===== src/rtl/exc_pkg.sv =====
package exc_pkg;

    localparam int          FIRST_EXT   = 16;
    localparam logic [2:0]  RANK_RESET  = 3'd0;
    localparam logic [2:0]  RANK_NMI    = 3'd1;
    localparam logic [2:0]  RANK_FAULT  = 3'd2;
    localparam logic [2:0]  RANK_CFG0   = 3'd3;
    localparam logic [2:0]  RANK_THREAD = 3'd7;
    // nesting bound: non-maskable, fault and four configurable levels
    localparam int          NEST_MAX    = 6;

    typedef enum logic [1:0] {
        ST_RUN    = 2'd0,
        ST_OFFER  = 2'd1,
        ST_UNWIND = 2'd2
    } nom_state_e;

    function automatic bit is_cfg(input int n);
        return (n == 11) || (n == 14) || (n == 15) || (n >= FIRST_EXT);
    endfunction

    function automatic bit is_impl(input int n);
        return ((n >= 1) && (n <= 3)) || is_cfg(n);
    endfunction

    function automatic logic [2:0] rank_of(input int n, input logic [1:0] p);
        if (n == 1)      return RANK_RESET;
        else if (n == 2) return RANK_NMI;
        else if (n == 3) return RANK_FAULT;
        else             return RANK_CFG0 + {1'b0, p};
    endfunction

endpackage


===== src/rtl/exc_prio_regs.sv =====
module exc_prio_regs
    import exc_pkg::*;
#(
    parameter int NUM_EXC = 24,
    parameter int EXC_W   = 5
) (
    input  logic                   clk,
    input  logic                   rst_n,
    input  logic                   flush_i,
    input  logic                   we_i,
    input  logic [EXC_W-1:0]       waddr_i,
    input  logic [1:0]             wdata_i,
    input  logic [EXC_W-1:0]       raddr_i,
    output logic [1:0]             rdata_o,
    input  logic                   mask_we_i,
    input  logic                   mask_val_i,
    output logic                   mask_o,
    output logic [NUM_EXC-1:0][1:0] prio_o
);

    for (genvar n = 0; n < NUM_EXC; n++) begin : g_prio
        if (is_cfg(n)) begin : g_cfg
            localparam logic [EXC_W-1:0] IDX = EXC_W'(n);
            logic [1:0] q;
            always_ff @(posedge clk or negedge rst_n) begin
                if (!rst_n)                        q <= 2'b00;
                else if (flush_i)                  q <= 2'b00;
                else if (we_i && waddr_i == IDX)   q <= wdata_i;
            end
            assign prio_o[n] = q;
        end else begin : g_fixed
            assign prio_o[n] = 2'b00;
        end
    end

    always_comb begin
        if (int'(raddr_i) < NUM_EXC) rdata_o = prio_o[raddr_i];
        else                         rdata_o = 2'b00;
    end

    always_ff @(posedge clk or negedge rst_n) begin
        if (!rst_n)         mask_o <= 1'b0;
        else if (flush_i)   mask_o <= 1'b0;
        else if (mask_we_i) mask_o <= mask_val_i;
    end

endmodule


===== src/rtl/exc_pending.sv =====
module exc_pending
    import exc_pkg::*;
#(
    parameter int NUM_EXC = 24
) (
    input  logic               clk,
    input  logic               rst_n,
    input  logic               flush_i,
    input  logic [NUM_EXC-1:0] set_i,
    input  logic [NUM_EXC-1:0] clr_i,
    output logic [NUM_EXC-1:0] pend_o
);

    for (genvar n = 0; n < NUM_EXC; n++) begin : g_pend
        if (is_impl(n)) begin : g_impl
            localparam logic RST_VAL = (n == 1);
            always_ff @(posedge clk or negedge rst_n) begin
                if (!rst_n)         pend_o[n] <= RST_VAL;
                else if (flush_i)   pend_o[n] <= 1'b0;
                else if (clr_i[n])  pend_o[n] <= 1'b0;
                else if (set_i[n])  pend_o[n] <= 1'b1;
            end

            AST_ACK_CLEARS: assert property (@(posedge clk) disable iff (!rst_n)
                clr_i[n] |=> !pend_o[n]);
        end else begin : g_rsvd
            logic unused_in;
            assign unused_in = set_i[n] | clr_i[n];
            assign pend_o[n] = 1'b0;
        end
    end

endmodule


===== src/rtl/exc_select.sv =====
module exc_select
    import exc_pkg::*;
#(
    parameter int NUM_EXC = 24,
    parameter int EXC_W   = 5
) (
    input  logic [NUM_EXC-1:0]      pend_i,
    input  logic [NUM_EXC-1:0][1:0] prio_i,
    input  logic                    mask_i,
    output logic                    win_valid_o,
    output logic [EXC_W-1:0]        win_num_o,
    output logic [2:0]              win_rank_o
);

    always_comb begin
        logic [2:0] r;
        win_valid_o = 1'b0;
        win_num_o   = '0;
        win_rank_o  = RANK_THREAD;
        // descending scan with <= leaves the lowest number among equal levels
        for (int n = NUM_EXC - 1; n >= 0; n--) begin
            r = rank_of(n, prio_i[n]);
            if (pend_i[n] && is_impl(n) && (!is_cfg(n) || !mask_i) &&
                (!win_valid_o || r <= win_rank_o)) begin
                win_valid_o = 1'b1;
                win_num_o   = EXC_W'(n);
                win_rank_o  = r;
            end
        end
    end

endmodule


===== src/rtl/exc_active_stack.sv =====
module exc_active_stack
    import exc_pkg::*;
#(
    parameter int EXC_W = 5,
    parameter int DEPTH = 6
) (
    input  logic             clk,
    input  logic             rst_n,
    input  logic             push_i,
    input  logic [EXC_W-1:0] push_num_i,
    input  logic [2:0]       push_rank_i,
    input  logic             pop_i,
    input  logic             flush_i,
    output logic [2:0]       cur_rank_o,
    output logic [EXC_W-1:0] top_num_o,
    output logic             busy_o
);

    localparam int CW = $clog2(DEPTH + 1);

    logic [EXC_W-1:0] num_q  [DEPTH];
    logic [2:0]       rank_q [DEPTH];
    logic [CW-1:0]    cnt_q;

    always_ff @(posedge clk or negedge rst_n) begin
        if (!rst_n)                          cnt_q <= '0;
        else if (flush_i)                    cnt_q <= '0;
        else if (push_i && int'(cnt_q) < DEPTH) cnt_q <= cnt_q + 1'b1;
        else if (pop_i && cnt_q != '0)       cnt_q <= cnt_q - 1'b1;
    end

    always_ff @(posedge clk) begin
        if (push_i && !flush_i && int'(cnt_q) < DEPTH) begin
            num_q[cnt_q]  <= push_num_i;
            rank_q[cnt_q] <= push_rank_i;
        end
    end

    always_comb begin
        busy_o = (cnt_q != '0);
        if (busy_o) begin
            cur_rank_o = rank_q[cnt_q - 1'b1];
            top_num_o  = num_q[cnt_q - 1'b1];
        end else begin
            cur_rank_o = RANK_THREAD;
            top_num_o  = '0;
        end
    end

    AST_NO_OVERFLOW: assert property (@(posedge clk) disable iff (!rst_n)
        push_i |-> int'(cnt_q) < DEPTH);

endmodule


===== src/rtl/exc_nominator.sv =====
module exc_nominator
    import exc_pkg::*;
#(
    parameter int N_IRQ = 8,
    parameter int EXC_W = $clog2(FIRST_EXT + N_IRQ)
) (
    input  logic             clk,
    input  logic             rst_n,
    input  logic [N_IRQ-1:0] irq_i,
    input  logic             nmi_i,
    input  logic             fault_i,
    input  logic             wrst_i,
    input  logic             svc_i,
    input  logic             tick_i,
    input  logic             pend_sw_i,
    input  logic             mask_we_i,
    input  logic             mask_val_i,
    input  logic             prio_we_i,
    input  logic [EXC_W-1:0] prio_waddr_i,
    input  logic [1:0]       prio_wdata_i,
    input  logic [EXC_W-1:0] prio_raddr_i,
    output logic [1:0]       prio_rdata_o,
    output logic             take_req_o,
    output logic [EXC_W-1:0] take_num_o,
    input  logic             ack_i,
    input  logic             ret_i,
    output logic [2:0]       exec_level_o,
    output logic [EXC_W-1:0] act_num_o,
    output logic             handler_o
);

    localparam int NUM_EXC = FIRST_EXT + N_IRQ;

    nom_state_e                state_q, state_d;
    logic [EXC_W-1:0]          nom_q;
    logic [2:0]                nom_rank_q;
    logic [NUM_EXC-1:0]        set_vec, clr_vec, pend;
    logic [NUM_EXC-1:0][1:0]   prio;
    logic                      mask;
    logic                      win_valid, beats;
    logic [EXC_W-1:0]          win_num;
    logic [2:0]                win_rank, cur_rank;
    logic                      ack_fire, push, pop, flush;

    // request sources onto exception numbers
    always_comb begin
        set_vec     = '0;
        set_vec[1]  = wrst_i;
        set_vec[2]  = nmi_i;
        set_vec[3]  = fault_i;
        set_vec[11] = svc_i;
        set_vec[14] = pend_sw_i;
        set_vec[15] = tick_i;
        for (int i = 0; i < N_IRQ; i++) set_vec[FIRST_EXT + i] = irq_i[i];
    end

    always_comb begin
        clr_vec = '0;
        if (ack_fire) clr_vec[nom_q] = 1'b1;
    end

    exc_prio_regs #(.NUM_EXC(NUM_EXC), .EXC_W(EXC_W)) u_prio (
        .clk        (clk),
        .rst_n      (rst_n),
        .flush_i    (flush),
        .we_i       (prio_we_i),
        .waddr_i    (prio_waddr_i),
        .wdata_i    (prio_wdata_i),
        .raddr_i    (prio_raddr_i),
        .rdata_o    (prio_rdata_o),
        .mask_we_i  (mask_we_i),
        .mask_val_i (mask_val_i),
        .mask_o     (mask),
        .prio_o     (prio)
    );

    exc_pending #(.NUM_EXC(NUM_EXC)) u_pend (
        .clk     (clk),
        .rst_n   (rst_n),
        .flush_i (flush),
        .set_i   (set_vec),
        .clr_i   (clr_vec),
        .pend_o  (pend)
    );

    exc_select #(.NUM_EXC(NUM_EXC), .EXC_W(EXC_W)) u_sel (
        .pend_i      (pend),
        .prio_i      (prio),
        .mask_i      (mask),
        .win_valid_o (win_valid),
        .win_num_o   (win_num),
        .win_rank_o  (win_rank)
    );

    exc_active_stack #(.EXC_W(EXC_W), .DEPTH(NEST_MAX)) u_stack (
        .clk         (clk),
        .rst_n       (rst_n),
        .push_i      (push),
        .push_num_i  (nom_q),
        .push_rank_i (nom_rank_q),
        .pop_i       (pop),
        .flush_i     (flush),
        .cur_rank_o  (cur_rank),
        .top_num_o   (act_num_o),
        .busy_o      (handler_o)
    );

    assign beats = win_valid && (win_rank < cur_rank);

    // state register
    always_ff @(posedge clk or negedge rst_n) begin
        if (!rst_n) state_q <= ST_RUN;
        else        state_q <= state_d;
    end

    always_comb begin
        state_d = state_q;
        unique case (state_q)
            ST_RUN: begin
                if (ret_i && handler_o) state_d = ST_UNWIND;  // return
                else if (beats)         state_d = ST_OFFER;   // nominate
            end
            ST_OFFER: begin
                if (ack_i)              state_d = ST_RUN;     // enter
                else if (!beats)        state_d = ST_RUN;     // withdraw
            end
            ST_UNWIND:                  state_d = ST_RUN;     // resume
            default:                    state_d = ST_RUN;
        endcase
    end

    // nominee register, including the late switch
    always_ff @(posedge clk or negedge rst_n) begin
        if (!rst_n) begin
            nom_q      <= '0;
            nom_rank_q <= RANK_THREAD;
        end else if (state_q == ST_RUN && state_d == ST_OFFER) begin
            nom_q      <= win_num;
            nom_rank_q <= win_rank;
        end else if (state_q == ST_OFFER && !ack_i && beats && win_rank < nom_rank_q) begin
            nom_q      <= win_num;
            nom_rank_q <= win_rank;
        end
    end

    // outputs
    always_comb begin
        take_req_o   = (state_q == ST_OFFER);
        take_num_o   = nom_q;
        ack_fire     = take_req_o && ack_i;
        flush        = ack_fire && (nom_q == EXC_W'(1));
        push         = ack_fire && !flush;
        pop          = (state_q == ST_RUN) && ret_i && handler_o;
        exec_level_o = cur_rank;
    end

    AST_OFFER_LEGAL: assert property (@(posedge clk) disable iff (!rst_n)
        take_req_o |-> is_impl(int'(take_num_o)));
    AST_OFFER_STRICT: assert property (@(posedge clk) disable iff (!rst_n)
        take_req_o |-> nom_rank_q < cur_rank);
    AST_MASK_HOLDS: assert property (@(posedge clk) disable iff (!rst_n)
        (mask && $past(mask) && take_req_o) |-> !is_cfg(int'(take_num_o)));
    AST_NMI_YIELDS_RESET: assert property (@(posedge clk) disable iff (!rst_n)
        (handler_o && act_num_o == EXC_W'(2) && take_req_o) |-> take_num_o == EXC_W'(1));
    AST_LATE_UPGRADE: assert property (@(posedge clk) disable iff (!rst_n)
        (take_req_o && $past(take_req_o) && !$past(ack_i) && take_num_o != $past(take_num_o))
        |-> nom_rank_q < $past(nom_rank_q));

endmodule


===== config.mk =====
export PLATFORM = sky130hd
export DESIGN_NAME = exc_nominator
export DESIGN_NICKNAME = d
export VERILOG_FILES = /design/src/rtl/exc_pkg.sv /design/src/rtl/exc_prio_regs.sv /design/src/rtl/exc_pending.sv /design/src/rtl/exc_select.sv /design/src/rtl/exc_active_stack.sv /design/src/rtl/exc_nominator.sv
export SDC_FILE = /design/constraint.sdc
export NUM_CORES = 1
export LEC_CHECK = 0
export BUFFER_PORTS_ARGS = -buffer_cell sky130_fd_sc_hd__buf_4
export CAP_MARGIN = 20
export CORE_MARGIN = 5
export CORE_UTILIZATION = 61
export DETAILED_ROUTE_END_ITERATION = 16
export PLACE_DENSITY = 0.88
export REMOVE_ABC_BUFFERS = 1
export SYNTH_ARGS = -nofsm -noshare
export SYNTH_HDL_FRONTEND = slang
export SYNTH_SLANG_ARGS = --single-unit

===== constraint.sdc =====
create_clock -name clk -period 19.8 [get_ports clk]
set_input_delay 2.97 -clock clk [delete_from_list [all_inputs] [get_ports clk]]
set_output_delay 2.97 -clock clk [all_outputs]
set_load 0.01 [all_outputs]

# == Word-level counts from Yosys, hierarchy flattened ==
# Memories as Yosys holds them, arrays and structs flattened.
# Index checks and enable logic that the tools add are counted.
# classes
n_mux,130
order_cmp,20
addsub,13
reduce_logical,110
n_eq_ne,14
# ops
cell,count
$mux W5,17
$mux W1,61
$mux W3,20
$mux W2,28
$logic_and A1 B1 Y1,51
$reduce_bool A3 Y1,16
$eq A5 B5 Y1 const B,8
$add A2 B2 Y3 const A,11
$le A3 B3 Y1,10
$reduce_bool A2 Y1,13
$mux W24,1
$logic_not A1 Y1,16
$eq A5 B4 Y1 const B,3
$logic_or A1 B1 Y1,13
$lt A5 B6 Y1 const B,2
$bmux W2 S5,1
$le A1 B3 Y1 const A,2
$lt A3 B3 Y1,2
$demux W1 S5,1
$eq A5 B1 Y1 const B,1
$ge A5 B1 Y1 const B,1
$lt A5 B5 Y1 const B,1
$eq A2 B1 Y1 const B,2
$pmux W2 S2,1
5 further kinds,5
# totals
word_cells,319
out_inout_bits,17
reg_bits,50
mem_bits_rw,48
n_memories,2
input_bits,33
# memory_table
name,depth,word_bits,read_ports,rd_clocked_by_memory_dff,write_ports,line_no,text
u_stack.num_q,6,5,1,0,1,exc_active_stack.sv:21,logic [EXC_W-1:0] num_q [DEPTH];
u_stack.rank_q,6,3,1,0,1,exc_active_stack.sv:22,logic [2:0] rank_q [DEPTH];

# == Depth between registers and ports, before layout ==
# depth
depth_word,63
depth_mapped,83
mapped_depth_nobuf,78

# == Modules after synthesis ==
# From an unflattened synthesis, not the netlist that was laid out.
# unflattened
hier_cells,731
hier_area_um2,7109.3
# modules_own_cells
module,area_each_um2,cells_each,n_inst,seq_area_each_um2
exc_active_stack,2197.1,144,1,1516.5
exc_select,2026.9,289,1,0.0
exc_prio_regs,1495.2,154,1,575.6
exc_nominator,769.5,90,1,254.0
exc_pending,620.6,54,1,351.6

# == Least setup slack after synthesis ==
# OpenSTA, ideal clock, no wires.
# synth_path
kind,reg-to-reg
startpoint,reg u_prio.mask_o
endpoint,reg nom_q[0] (netlist: take_num_o[0])
path_slack_ps,4473
path_buffers,7
stages_incl_launch_ff,78
t_arrival_ps,15201
period_less_slack_ps,15327
t_required_ps,19675
path_cell_list,dfrtp_1 buf_6 and2b_1 and2_1 ha_1 and3b_1 o211a_2 o21ai_0 and2_1 ha_1 a311oi_4 a21o_4 a31oi_1 ha_1 nand2_1 o21a_1 o21a_1 clkbuf_8 (+42 left out) mux2_2 ha_1 a21o_1 a21oi_1 o311a_2 clkbuf_8 a21oi_1 a22oi_2 a211o_1 nor4_1 ha_1 o21ai_0 a31oi_1 o21a_1 a211oi_1 o21ba_1 buf_6 mux2_4
# synth_via
elab_chain_len,63
word_cells_on_any_way,121
cone_classes,order compare (15); eq/ne (1); mux (49); reduce/logical (56)
# synth_rtl
element,line_no,text
from (decl),exc_prio_regs.sv:17,"output logic mask_o,"
from (signal assigned),exc_prio_regs.sv:44,else if (mask_we_i) mask_o <= mask_val_i;
$logic_not A1 Y1 *,exc_select.sv:23,if (pend_i[n] && is_impl(n) && (!is_cfg(n) || !mask_i) &&
$logic_and A1 B1 Y1,exc_select.sv:23,
$mux W3 / $mux W1 (equally long branches),exc_select.sv:23,
$le A3 B3 Y1 / $logic_not A1 Y1 (equally long branches),exc_select.sv:24,(!win_valid_o || r <= win_rank_o)) begin
$logic_or A1 B1 Y1,exc_select.sv:24,
$logic_and A1 B1 Y1,exc_select.sv:23,
$mux W3 / $mux W1 (equally long branches),exc_select.sv:23,
$le A3 B3 Y1 / $logic_not A1 Y1 (equally long branches),exc_select.sv:24,
(+47 left out),--,
via u_sel.win_rank_o[2],exc_select.sv:12,output logic [2:0] win_rank_o
$lt A3 B3 Y1,exc_nominator.sv:108,assign beats = win_valid && (win_rank < cur_rank);
$logic_and A1 B1 Y1,exc_nominator.sv:108,
"$mux W2, on equally long branches","exc_nominator.sv:125, exc_nominator.sv:121",
"$mux W2, on equally long branches","exc_nominator.sv:124, exc_nominator.sv:120",
$pmux W2 S2,exc_nominator.sv:118,unique case (state_q)
$eq A2 B1 Y1,exc_nominator.sv:137,end else if (state_q == ST_RUN && state_d == ST_OFFER) begin
$logic_and A1 B1 Y1,exc_nominator.sv:137,
$mux W5 / $reduce_bool A2 Y1 (equally long branches),--,
to (signal assigned),exc_nominator.sv:138,nom_q <= win_num;
to (signal assigned),exc_nominator.sv:141,nom_q <= win_num;
to (decl),exc_nominator.sv:35,logic [EXC_W-1:0] nom_q;
# The timed path passes the listed nets; every way through them passes the cells marked *. The select of a mux whose other input is x is not followed.
# A chain may end at the register's enable or synchronous reset.

# == Worst setup path after layout ==
# Same ends and word-level chain as after synthesis.

==> impl_metrics.yaml <==
outcome:
  status: "finished clean"
detailed_routing:
  viasPerCell: 6.29
  wl_mm: 16.1
  drc_errors: 0
  vias: 5244
  drtPass1Iterations: 6
  wl_per_cell_um: 19.3
  postRouteAntennaNets: 0
  drtIter0Drc: 446
clock_network:
  htree_num_levels: 3
  cts_sinks: 98
  cts.reportedPaths.clkPinSlew_ps: 120
  cts_hold_buf: 0
  numCtsBuffers: 9
  cts_tree: "yes"
  clock_path_buffers: 2
  cts_resized: 0
  clockRootBuffer: "clkbuf_8"
  clkLatencyLatePin_ps: 390
  post_cts_buffers: 0
worst_hold_path:
  min_path_type: "register to register"
  holdPathEnd: "u_prio.g_prio[11].g_cfg.q[1]"
  whs_path_depth: 2
  min_from: "u_prio.g_prio[11].g_cfg.q[1]"
sta:
  finalMaxSlewViolations: 0
  hold_viol: 0
  worst_pin_slew_ps: 940
  slew_headroom_pct: 36.4
  clock_skew_ps: 17.1
  max_freq_ghz: 0.0567
  layout_worst_path_cycle_share_pct: 89.0
  setup_ws_ps: 2170
  whs_ps: 545
  setup_viol: 0
  tns_ps: 0
  rsz0062_at_grt: "no"
  layout_min_cycle_time_ps: 17630
synth:
  synth.most_common_cell: "inv_1"
  synthMuxAreaShare_pct: 10.7
  yosysTopAreaCellShare_pct: 21.8
  synth_largest_area_cell: "edfxtp_1"
  synth_common_cells: "inv_1 (64), nor2_1 (63), edfxtp_1 (48), ha_1 (48)"
  synth_seq_cells: 98
  ys_types: 83
  synth_area_leaders: "edfxtp_1 (22%), dfrtp_1 (17%), ha_1 (9.1%)"
  ys_warn_count: 0
  synth_top_family_by_area: "compound AO/OA/AOI/OAI gates"
  synth-simple-area-share_pct: 14.8
  synth-edff-count: 48
  seq_area_frac_synth_pct: 40.8
  synthesis.area_sq_um: 6610
  synthArstFlopShare_pct: 51.0
  synthCells: 642
  synth-compound-area-share_pct: 18.1
  synth_xor_area_share_pct: 0.133
  syn_avg_cell_area_sq_um: 10.3
  synthAdderAreaFrac_pct: 9.09
  synth_ff_type: "edfxtp_1"
floorplan:
  coreArea_sq_um: 10700
  die_area_sq_um: 13000
  boundaryPins: 50
  die_w_um: 114
  die_h_um: 114
  initial_utilization_pct: 61.5
  num_rows: 38
placed_design:
  post-place-ws_ps: 2560
  dpl_cell_area_sq_um: 7040
  routabilityCongestion: 0.923
  dp_hpwl_mm: 12.2
  port_buffers: 49
finish:
  post-route-cell-area_sq_um: 7280
  fin_nets: 770
  diodes: 0
  fill_cells: 810
  layout-drive-gt1-share_pct: 19.2
  area_growth_pct: 10.2
global_route:
  grt-ovfl-total: 0
  grt_pass1_wl_mm: 26.3
  grt_pass1_vias: 5417
  antenna_found_initial: 0
  grt_usage_pct: 25.5
  grt_max_degree: 51
setup_path:
  required_ps: 20080
  critPathKind: "register to register"
  worstPathArrival_ps: 17910
  r2r-start: "u_prio.mask_o"
  worst_setup_path_end_kind: "register"
  r2r-end: "take_num_o[0]"
  cp_slowest_cell: "nor4_1"
  worstRegToRegCells: 73
  crit_fanout: 18
  cp_common_cell: "ha_1"
  reg2reg_slack_ps: 2170
  start_kind: "register"
  cpPeakStageDelay_ps: 560
flow_run:
  drv_cap: 0
-- final cells by class --
type / instances / area [sq um] / share of cell area [%]
tap: 140 / 175 / 2.41
inverter: 64 / 240 / 3.30
sequential: 98 / 2700 / 37.0
clock buffer: 9 / 124 / 1.70
timing repair buffer: 60 / 448 / 6.15
multi-input combinational: 456 / 3490 / 47.9
clock inverter: 7 / 109 / 1.49
-- layer usage --
metal	GRT usage, %	vias to the layer above	part of all wire [%]
li1	-	2467	-
met1	31.2	2547	41
met2	45.3	175	51
met3	3.65	55	4.6
met4	10.4	0	3.1
met5	0	-	0
-- critical path, delay by kind of cell (launching register included) --
family | cells | cell delay (ps)
AOI/OAI and AO/OA | 35 | 8200
adders and majority gates | 11 | 3350
buffers and inverters | 4 | 590
DFF | 1 | 350
muxes | 3 | 1090
and+or+nand+nor | 20 | 3900
-- kinds of logic after synthesis --
family / Yosys count
compound gates: 157
xor+xnor: 1
fa+ha+maj: 48
buf+inv: 88
flops: 98
mux: 52
simple gates: 198
-- stage by stage --
stage,utilization (%),instances
after floorplan,-,618
after global placement,65.5,816
after detailed placement,65.5,817
after CTS,67.7,833
after global routing,67.8,834
final,67.8,834
-- cells in the final DEF (no fill, tap or decap), drive strengths merged, types with 13 or more instances in the layout --
cell type	n
edfxtp	48
mux2i	28
a211oi	15
dfrtp	46
o21ai	32
nand2	46
nor2	63
nor3	13
a21oi	27
inv	68
nand3	19
ha	48
buf	60
-- state kept, by name, summed over array words and instances (netlist names) --
| register | flops |
|---|---|
| u_pend.pend_o | 14 |
| nom_rank_q | 3 |
| u_prio.mask_o | 1 |
| u_stack.cnt_q | 3 |
| u_prio.g_prio.g_cfg.q | 22 |
| u_stack.rank_q | 18 |
| u_stack.num_q | 30 |
| state_q | 2 |
| take_num_o | 5 |
-- how the worst max path moves through the flow --
stage,from,endpoint,slack (ps),depth (start not counted)
CTS,u_prio.mask_o,take_num_o[0],2460,72
floorplan,u_prio.mask_o,take_num_o[2],3770,70
finish,u_prio.mask_o,take_num_o[0],2170,73
detailed placement,u_prio.mask_o,take_num_o[0],2560,72
global route,u_prio.mask_o,take_num_o[0],1000,74
global placement,u_prio.mask_o,take_num_o[2],3060,71
Power is left out: the tool's default activity adds up to more than one toggle a clock period on the data nets, which glitch-free logic cannot reach.
